### src/rtl/dmt_pkg.sv
package dmt_pkg;

    localparam int unsigned CNT_W   = 32;
    localparam int unsigned SEL_W   = 2;
    localparam int unsigned N_MATCH = 2;

    typedef logic [CNT_W-1:0] cnt_t;

    typedef enum logic [SEL_W-1:0] {
        SEL_COUNT   = 2'd0,
        SEL_RELOAD  = 2'd1,
        SEL_MATCH_A = 2'd2,
        SEL_MATCH_B = 2'd3
    } wr_sel_e;

    typedef enum logic {
        SRC_BUS = 1'b0,
        SRC_EXT = 1'b1
    } tick_src_e;

    typedef struct packed {
        logic hit_hi;
        logic hit_lo;
        logic hit_zero;
    } evt_t;

    // Threshold at or above the reload value collapses to zero.
    function automatic cnt_t clip_match(input cnt_t m, input cnt_t rl);
        return (m < rl) ? m : '0;
    endfunction

    function automatic cnt_t max2(input cnt_t a, input cnt_t b);
        return (a > b) ? a : b;
    endfunction

    function automatic cnt_t min2(input cnt_t a, input cnt_t b);
        return (a < b) ? a : b;
    endfunction

    function automatic logic [SEL_W-1:0] match_code(input int unsigned idx);
        return SEL_W'(int'(SEL_MATCH_A) + idx);
    endfunction

endpackage

### src/rtl/dmt_counter.sv
module dmt_counter
    import dmt_pkg::*;
(
    input  logic             clk,
    input  logic             rst,
    input  logic             en,
    input  logic             tick,
    input  logic             wr_en,
    input  logic [SEL_W-1:0] wr_sel,
    input  cnt_t             wr_data,
    output cnt_t             cnt_q,
    output cnt_t             reload_q,
    output logic             step,
    output cnt_t             next_val
);

    logic wr_cnt;
    logic wr_rl;
    logic kick;

    always_comb begin
        wr_cnt   = wr_en && (wr_sel == SEL_COUNT) && en;
        wr_rl    = wr_en && (wr_sel == SEL_RELOAD);
        kick     = wr_rl && en && (reload_q == '0) && (wr_data != '0);
        step     = en && tick && !wr_cnt && !kick && (cnt_q != '0);
        next_val = cnt_q - CNT_W'(1);
    end

    always_ff @(posedge clk) begin
        if (rst) begin
            reload_q <= '0;
        end else if (wr_rl) begin
            reload_q <= wr_data;
        end
    end

    always_ff @(posedge clk) begin
        if (rst) begin
            cnt_q <= '0;
        end else if (!en) begin
            cnt_q <= wr_rl ? wr_data : reload_q;
        end else if (wr_cnt || kick) begin
            cnt_q <= wr_data;
        end else if (tick) begin
            cnt_q <= (cnt_q == '0) ? reload_q : next_val;
        end
    end


    dec_step_chk: assert property (@(posedge clk) disable iff (rst)
        (en && tick && !wr_en && cnt_q != '0) |=> (cnt_q == $past(cnt_q) - CNT_W'(1)));


    wrap_reload_chk: assert property (@(posedge clk) disable iff (rst)
        (en && tick && !wr_en && cnt_q == '0) |=> (cnt_q == $past(reload_q)));


    idle_hold_chk: assert property (@(posedge clk) disable iff (rst)
        (en && !tick && !wr_en) |=> $stable(cnt_q));


    off_track_chk: assert property (@(posedge clk) disable iff (rst)
        (!en && !wr_en) |=> (cnt_q == $past(reload_q)));

endmodule

### src/rtl/dmt_match_unit.sv
module dmt_match_unit
    import dmt_pkg::*;
(
    input  logic             clk,
    input  logic             rst,
    input  logic             wr_en,
    input  logic [SEL_W-1:0] wr_sel,
    input  cnt_t             wr_data,
    input  cnt_t             reload_q,
    output cnt_t             hi_eff,
    output cnt_t             lo_eff,
    output logic             any_raw_zero
);

    cnt_t               raw_q [N_MATCH];
    cnt_t               eff   [N_MATCH];
    logic [N_MATCH-1:0] raw_zero;

    for (genvar i = 0; i < N_MATCH; i++) begin : g_match
        always_ff @(posedge clk) begin
            if (rst) begin
                raw_q[i] <= '0;
            end else if (wr_en && (wr_sel == match_code(i))) begin
                raw_q[i] <= wr_data;
            end
        end

        always_comb begin
            eff[i]      = clip_match(raw_q[i], reload_q);
            raw_zero[i] = (raw_q[i] == '0);
        end
    end

    always_comb begin
        hi_eff       = max2(eff[0], eff[1]);
        lo_eff       = min2(eff[0], eff[1]);
        any_raw_zero = |raw_zero;
    end


    order_chk: assert property (@(posedge clk) disable iff (rst)
        1'b1 |-> (hi_eff >= lo_eff));

endmodule

### src/rtl/dmt_event.sv
module dmt_event
    import dmt_pkg::*;
(
    input  logic clk,
    input  logic rst,
    input  logic step,
    input  cnt_t next_val,
    input  cnt_t hi_eff,
    input  cnt_t lo_eff,
    input  logic any_raw_zero,
    input  logic ovf_en,
    output logic level_q,
    output logic strobe_q
);

    evt_t ev;
    logic fire;

    always_comb begin
        ev.hit_hi   = (hi_eff != '0) && (next_val == hi_eff);
        ev.hit_lo   = (lo_eff != '0) && (next_val == lo_eff);
        ev.hit_zero = (next_val == '0) && (ovf_en || any_raw_zero);
        fire        = step && (|ev);
    end

    always_ff @(posedge clk) begin
        if (rst) begin
            level_q  <= 1'b0;
            strobe_q <= 1'b0;
        end else begin
            strobe_q <= fire;
            if (fire) begin
                level_q <= ~level_q;
            end
        end
    end


    toggle_chk: assert property (@(posedge clk) disable iff (rst)
        strobe_q |-> (level_q != $past(level_q)));


    quiet_level_chk: assert property (@(posedge clk) disable iff (rst)
        !strobe_q |-> $stable(level_q));


    zero_gate_chk: assert property (@(posedge clk) disable iff (rst)
        (step && next_val == '0 && !ovf_en && !any_raw_zero) |=> !strobe_q);

endmodule

### src/rtl/dmtimer_chan.sv
module dmtimer_chan
    import dmt_pkg::*;
(
    input  logic        clk,
    input  logic        rst,
    input  logic        chan_en,
    input  logic        clk_sel,
    input  logic        ext_tick,
    input  logic        ovf_irq_en,
    input  logic        wr_en,
    input  logic [1:0]  wr_sel,
    input  logic [31:0] wr_data,
    output logic [31:0] count_o,
    output logic        irq_level,
    output logic        evt_strobe
);

    tick_src_e src;
    logic      tick;
    cnt_t      cnt_q;
    cnt_t      reload_q;
    cnt_t      next_val;
    logic      step;
    cnt_t      hi_eff;
    cnt_t      lo_eff;
    logic      any_raw_zero;

    always_comb begin
        src  = tick_src_e'(clk_sel);
        tick = (src == SRC_EXT) ? ext_tick : 1'b1;
    end

    dmt_counter u_counter (
        .clk      (clk),
        .rst      (rst),
        .en       (chan_en),
        .tick     (tick),
        .wr_en    (wr_en),
        .wr_sel   (wr_sel),
        .wr_data  (wr_data),
        .cnt_q    (cnt_q),
        .reload_q (reload_q),
        .step     (step),
        .next_val (next_val)
    );

    dmt_match_unit u_match (
        .clk          (clk),
        .rst          (rst),
        .wr_en        (wr_en),
        .wr_sel       (wr_sel),
        .wr_data      (wr_data),
        .reload_q     (reload_q),
        .hi_eff       (hi_eff),
        .lo_eff       (lo_eff),
        .any_raw_zero (any_raw_zero)
    );

    dmt_event u_event (
        .clk          (clk),
        .rst          (rst),
        .step         (step),
        .next_val     (next_val),
        .hi_eff       (hi_eff),
        .lo_eff       (lo_eff),
        .any_raw_zero (any_raw_zero),
        .ovf_en       (ovf_irq_en),
        .level_q      (irq_level),
        .strobe_q     (evt_strobe)
    );

    assign count_o = chan_en ? cnt_q : reload_q;


    match_below_reload_chk: assert property (@(posedge clk) disable iff (rst)
        (evt_strobe && $past(!wr_en) && cnt_q != '0) |-> (cnt_q < reload_q));


    reset_state_chk: assert property (@(posedge clk)
        $past(rst) |-> (cnt_q == '0 && reload_q == '0 && !irq_level && !evt_strobe));

endmodule

### config.mk
export PLATFORM = sky130hd
export DESIGN_NAME = dmtimer_chan
export DESIGN_NICKNAME = d
export VERILOG_FILES = /design/src/rtl/dmt_pkg.sv /design/src/rtl/dmt_counter.sv /design/src/rtl/dmt_match_unit.sv /design/src/rtl/dmt_event.sv /design/src/rtl/dmtimer_chan.sv
export SDC_FILE = /design/constraint.sdc
export NUM_CORES = 1
export LEC_CHECK = 0
export CORE_MARGIN = 4
export CORE_UTILIZATION = 40
export DETAILED_ROUTE_END_ITERATION = 7
export SLEW_MARGIN = 0
export SYNTH_ARGS = -nofsm -noshare
export SYNTH_HDL_FRONTEND = slang
export SYNTH_HIERARCHICAL = 1
export SYNTH_SLANG_ARGS = --single-unit
### constraint.sdc
create_clock -name clk -period 8.8 [get_ports clk]
set_input_delay 1.32 -clock clk [delete_from_list [all_inputs] [get_ports clk]]
set_output_delay 1.32 -clock clk [all_outputs]
set_load 0.02 [all_outputs]
# --- Yosys cells after proc, flatten, opt, wreduce, memory -nomap -nowiden ---
# Memory sizes are Yosys's and may differ from the RTL's.
# Index checks and enable logic that the tools add are counted.
word_totals:
  regBits: 66
  mem_bits_rw: 64
  inputBits: 41
  out_inout_bits: 34
  word_cells: 72
  memories: 1
mem_list:
  columns: ["name", "words", "word_bits", "rd", "rd_ports_with_merged_regs", "wr", "line", "text"]
  rows:
  - ["u_match.raw_q", 2, 32, 2, 0, 2, "dmt_match_unit.sv:15", "cnt_t raw_q [N_MATCH];"]
op_classes:
  addsub: 1
  magnitude_cmp: 4
  eq_ne: 6
  mux: 21
  n_bitwise: 3
  n_reduce_logical: 32
ops:
  columns: ["cell", "count"]
  rows:
  - ["$mux W32", 12]
  - ["$logic_not A32 Y1", 5]
  - ["$reduce_bool A32 Y1", 4]
  - ["$lt A32 B32 Y1", 3]
  - ["$eq A32 B32 Y1", 2]
  - ["$gt A32 B32 Y1", 1]
  - ["$sub A32 B1 Y32 const B", 1]
  - ["$logic_and A1 B1 Y1", 16]
  - ["$mux W1", 9]
  - ["$eq A2 B2 Y1 const B", 2]
  - ["$ne A3 B1 Y1 const B", 1]
  - ["$reduce_or A3 Y1", 1]
  - ["$eq A2 B1 Y1 const B", 1]
  - ["$logic_not A1 Y1", 2]
  - ["$logic_not A2 Y1", 1]
  - ["$logic_or A1 B1 Y1", 2]
  - ["$or A1 B1 Y1", 2]
  - ["$reduce_or A2 Y1", 1]
  - ["$not A1 Y1", 1]

# --- Longest topological paths before layout ---
logic_depth:
  depth_word: 9
  depth_mapped: 26
  mapped_depth_nobuf: 23

# --- Cells and area by module ---
# Netlist, hierarchy kept.
modules_own_cells:
  columns: ["module", "instances", "cells_each", "area_per_inst_um2", "seq_area_each_um2"]
  rows:
  - ["dmt_match_unit", 1, 590, 5845.6, 1921.8]
  - ["dmt_counter", 1, 509, 3955.0, 1281.2]
  - ["dmt_event", 1, 127, 994.7, 40.0]
  - ["dmtimer_chan", 1, 37, 550.5, 0.0]

# --- Worst setup path after synthesis ---
# Ideal clock, no wire load.
synth_path:
  path_type: "reg2reg"
  start: "reg u_counter.reload_q[23]"
  end: "reg u_event.level_q"
  arrival_ns: 5.071
  path_slack_ns: 3.663
  path_stages_with_launch: 25
  period_less_slack_ns: 5.137
  cell_sequence: "dfxtp_1 -> inv_1 -> ha_1 -> and4_1 -> a221oi_1 -> a211o_1 -> a31oi_1 -> nor2_1 -> clkbuf_1 -> nand2_1 -> ha_1 -> nand4_1 -> a2111o_1 -> o211ai_1 -> a21oi_1 -> and2_1 -> buf_2 -> buf_4 -> a32o_1 -> xor2_1 -> nor4_2 -> o2111ai_1 -> or3_4 -> a21o_1 -> a21oi_2"
synth_via:
  elab_chain_cells: 8
  word_cells_on_any_way: 22
  classes_between: "4 x order compare; 2 x eq/ne; 4 x mux; 12 x reduce/logical"
synth_rtl:
  columns: ["item", "line", "text"]
  rows:
  - ["from (decl)", "dmt_counter.sv:12", "output cnt_t reload_q,"]
  - ["from (signal assigned)", "dmt_counter.sv:33", "reload_q <= wr_data;"]
  - ["$lt A32 B32 Y1", "dmt_pkg.sv:29", "return (m < rl) ? m : '0;"]
  - ["$mux W32", "dmt_pkg.sv:29", null]
  - ["$lt A32 B32 Y1", "dmt_pkg.sv:37", "return (a < b) ? a : b;"]
  - ["$mux W32 (*)", "dmt_pkg.sv:37", null]
  - ["net lo_eff[17]", "dmtimer_chan.sv:25", "cnt_t lo_eff;"]
  - ["$eq A32 B32 Y1 or $reduce_bool A32 Y1 (tied branches)", "dmt_event.sv:21", "ev.hit_lo = (lo_eff != '0) && (next_val == lo_eff);"]
  - ["$logic_and A1 B1 Y1 (*)", "dmt_event.sv:21", null]
  - ["$reduce_or A3 Y1 (*)", "dmt_event.sv:23", "fire = step && (|ev);"]
  - ["$logic_and A1 B1 Y1 (*)", "dmt_event.sv:23", null]
  - ["to (signal assigned)", "dmt_event.sv:33", "level_q <= ~level_q;"]
  - ["to (decl)", "dmt_event.sv:12", "output logic level_q,"]
# Mark *: on every way through the listed nets, which the timed path passes. The rest lies on a longest branch.
# A chain may end at the register's enable or synchronous reset.

# --- Worst setup path after layout ---
# Ends and elaborated chain as after synthesis.

==> summary.md <==
| Metric | Value |
|---|---|
| Ys async rst share | 0% |
| TritonCTS Buffers | 17 |
| RSZ-0062 raised after global routing | false |
| Port bufs | 74 |
| WP buf/inv | 1 |
| Commonest cells in the synthesized netlist | nand2_1, ha_1, nor4_1 |
| Post-Syn Instances | 1263 |
| HP Class | flip-flop to flip-flop |
| Max Buffers Root-to-Sink | 2 |
| Reg-to-reg slack, setup | 1.21 ns |
| DRC errors left | 1 |
| Gr ovfl total | 0 |
| Number of setup buffers added after CTS | 0 |
| Initial Utilization | 40.7% |
| CP cell instances | inv_1, ha_1, and4_1, a221oi_1, a211o_1, a31oi_1, nor2_2, nand2_1, ha_1, a21oi_1, o21ai_0, a221oi_1, o31ai_1, a21oi_1, and2_1, a32o_1, xor2_1, nor4_1, nand4_1, or3_4, a21o_1, a21oi_2 |
| Core Region | 27900 sq um |
| Ys Warns | 6 |
| Seq/Total Area, Yosys | 28.6% |
| CP max stage cell | nor2_2 |
| CTS H-tree lvls | 4 |
| Reg2reg end | u_event/level_q |
| Final wirelength | about 43 mm |
| Root Driver | clkbuf_16 |
| Hold depth | 1 |
| Min Clock Period, post-route | 7.59 ns |
| Pwr dens | 184 nW/um^2 |
| Hold buffers post-CTS | 0 |
| WL met1 | around 19 mm |
| Via count | 10800 |
| DR vias/cell | 6.42 |
| ANT nets after route | 0 |
| Synth top area share | 16.9% |
| Worst hold start | u_counter/cnt_q[29] |
| Latest clock arrival within the worst-skew pair | 0.43 ns |
| Reg2Reg Launch Point | u_counter/reload_q[23] |
| HPWL after detailed placement | 30.9 mm |
| Core Rows | a little over 60 |
| Count leader, synth | nand2_1 |
| Worst slew margin | 13.5% |
| Achievable frequency | 0.132 GHz |
| Total track usage | 26.9% |
| CTS tree | yes |
| WP data arrival | 7.95 ns |
| Post-synth EDFFs | 64 |
| CP Data Required Time | 9.16 ns |
| Final Hold Fails | 0 |
| CP Max Fanout | 32 |
| # diodes | 0 |
| Final Cycle Share | 86.3% |
| # IOs | 75 |
| Worst VDD drop | roughly 0.15 mV |
| Pleak | ~5 nW |
| Largest net degree at the start of global routing | 73 |
| Share of layout cells above drive strength 1 | just over 8% |
| Average size of a mapped cell | 8.98 sq um |
| CP top delay family | simple AND/OR/NAND/NOR gates |
| Synth Register Bits | 130 |
| Initial antenna violation count | 0 |
| Area Overhead vs Synth | 13.8% |
| Worst Setup SP | u_counter/reload_q[23] |
| Setup violators final | 0 |
| Clk sink count | 130 |
| Vias in the first global route | 10500 |
| Skew final | ~0.012 ns |
| Number of DRC markers in iteration 0 | 1229 |
| Yosys cell types | 72 |
| Yosys top cell by area | edfxtp_1 |
| GP Congestion | 0.952 |
| Die Y | 176 um |
| Crit path launch type | flip-flop |
| Die Area | ~31000 sq um |
| Setup TNS Final | 0 ns |
| DR WL met3 | 3.35 mm |
| Synth top area cells | edfxtp_1, dfxtp_1, ha_1 |
| Final net count | about 1400 |
| Top layer in use | met4 |
| Worst setup endpoint | u_event/level_q |
| Status | finished, violations left |
| Post_cts resized | 0 |
| Die X-Extent | 176 um |
| Worst-Margin Slew | 1.30 ns |
| FF-to-FF path depth | 22 |
| WP depth | 22 |
| Number of max-cap violations | 0 |
| Syn nets | 1399 |
| Top FF cell, synth | dfxtp_1 |
| Failing checks | DRC |
| TritonRoute pass-1 iters | 8 |
| Critical path class | flip-flop to flip-flop |
| Crit path largest cell delay | 1.04 ns |
| CTS clk-pin slew, worst paths | 0.07 ns |
| Max Slew Vio Count | 0 |
| First-pass GRT wire length | 64.2 mm |
| Routed len/inst | 25.2 um |
| Total Power | 2.37 mW |
| Met2 wire length | 19.1 mm |
| CP endpoint kind | flip-flop |
| Post-Syn Area | roughly 11000 sq um |
report_power, final:
| group | switching, mW | internal (mW) |
|---|---|---|
| clock network | 0.325 | 0.449 |
| logic | 0.507 | 0.331 |
| registers | 0.0848 | 0.677 |
| total | 0.916 | 1.46 |
cells by family after synthesis:
group                      Yosys count  share of synthesized area, %
AOI/OAI and AO/OA                  292                          18.8
xor gates and xnor gates            92                          7.10
adders and majority gates           95                          10.5
buffers and inverters              119                          5.17
DFF                                130                          28.6
muxes                               58                          6.53
and+or+nand+nor                    477                          23.3
worst min path at each step:
| stage | to |
|---|---|
| 2_1_floorplan | u_counter/cnt_q[29] |
| 3_3_place_gp | u_counter/cnt_q[29] |
| 3_5_place_dp | u_counter/cnt_q[29] |
| 4_1_cts | u_counter/cnt_q[29] |
| 5_1_grt | u_counter/cnt_q[29] |
| 6_report | u_counter/cnt_q[29] |
per-stage QoR:
stage	area, sq um	utilization, %	cells	worst slack [ns]	hold slack, ns
6_report	12900	46.3	1687	1.21	0.548
5_1_grt	12900	46.3	1687	0.775	0.551
4_1_cts	12900	46.3	1687	1.35	0.540
3_5_place_dp	12300	44.1	1655	1.38	0.527
3_3_place_gp	12300	44.1	1655	1.43	0.525
2_1_floorplan	11300	-	1263	3.66	0.479
cells in the final DEF (no fill, tap or decap), types with 15 or more instances in the layout:
master           netlist  routed
nand2_1              106     106
ha_1                  95      95
nor4_1                75      75
clkdlybuf4s50_1        0      72
and2_1                71      71
dfxtp_1               66      66
a32o_1                64      64
edfxtp_1              64      64
a21oi_1               63      63
nor2_1                56      54
xor2_1                47      47
xnor2_1               45      45
nand4_1               44      44
inv_1                 43      43
and3_1                32      32
mux2_4                30      30
o21ai_0               28      28
nor3_1                26      24
clkbuf_16              0      20
mux2i_1               20      20
o22ai_1               20      20
a21o_1                19      19
nand3_1               17      17
a211oi_1              17      17
a31oi_1               16      16
buf_4                  3      15
metal layers:
metal  up-vias  track usage, %
met5         -               0
met3       107            4.67
li1       4917               -
met2       546            42.2
met4         0            9.19
met1      5262            37.6
area by class of cell:
cell class / instances / area, sq um
clock inverter: 12 / 126
timing repair buffer: 89 / 843
tap: 378 / 473
inverter: 44 / 165
clock buffer: 20 / 500
fill: 2721 / 14900
sequential: 130 / 3240
multi-input combinational: 1014 / 7560
sequential cells by signal, summed over array words and instances, names as in the netlist:
| name | flops |
|---|---|
| u_event/level_q | 1 |
| u_match/raw_q | 64 |
| u_counter/cnt_q | 32 |
| u_event/strobe_q | 1 |
| u_counter/reload_q | 32 |
Power figures use the tool's default switching activity.
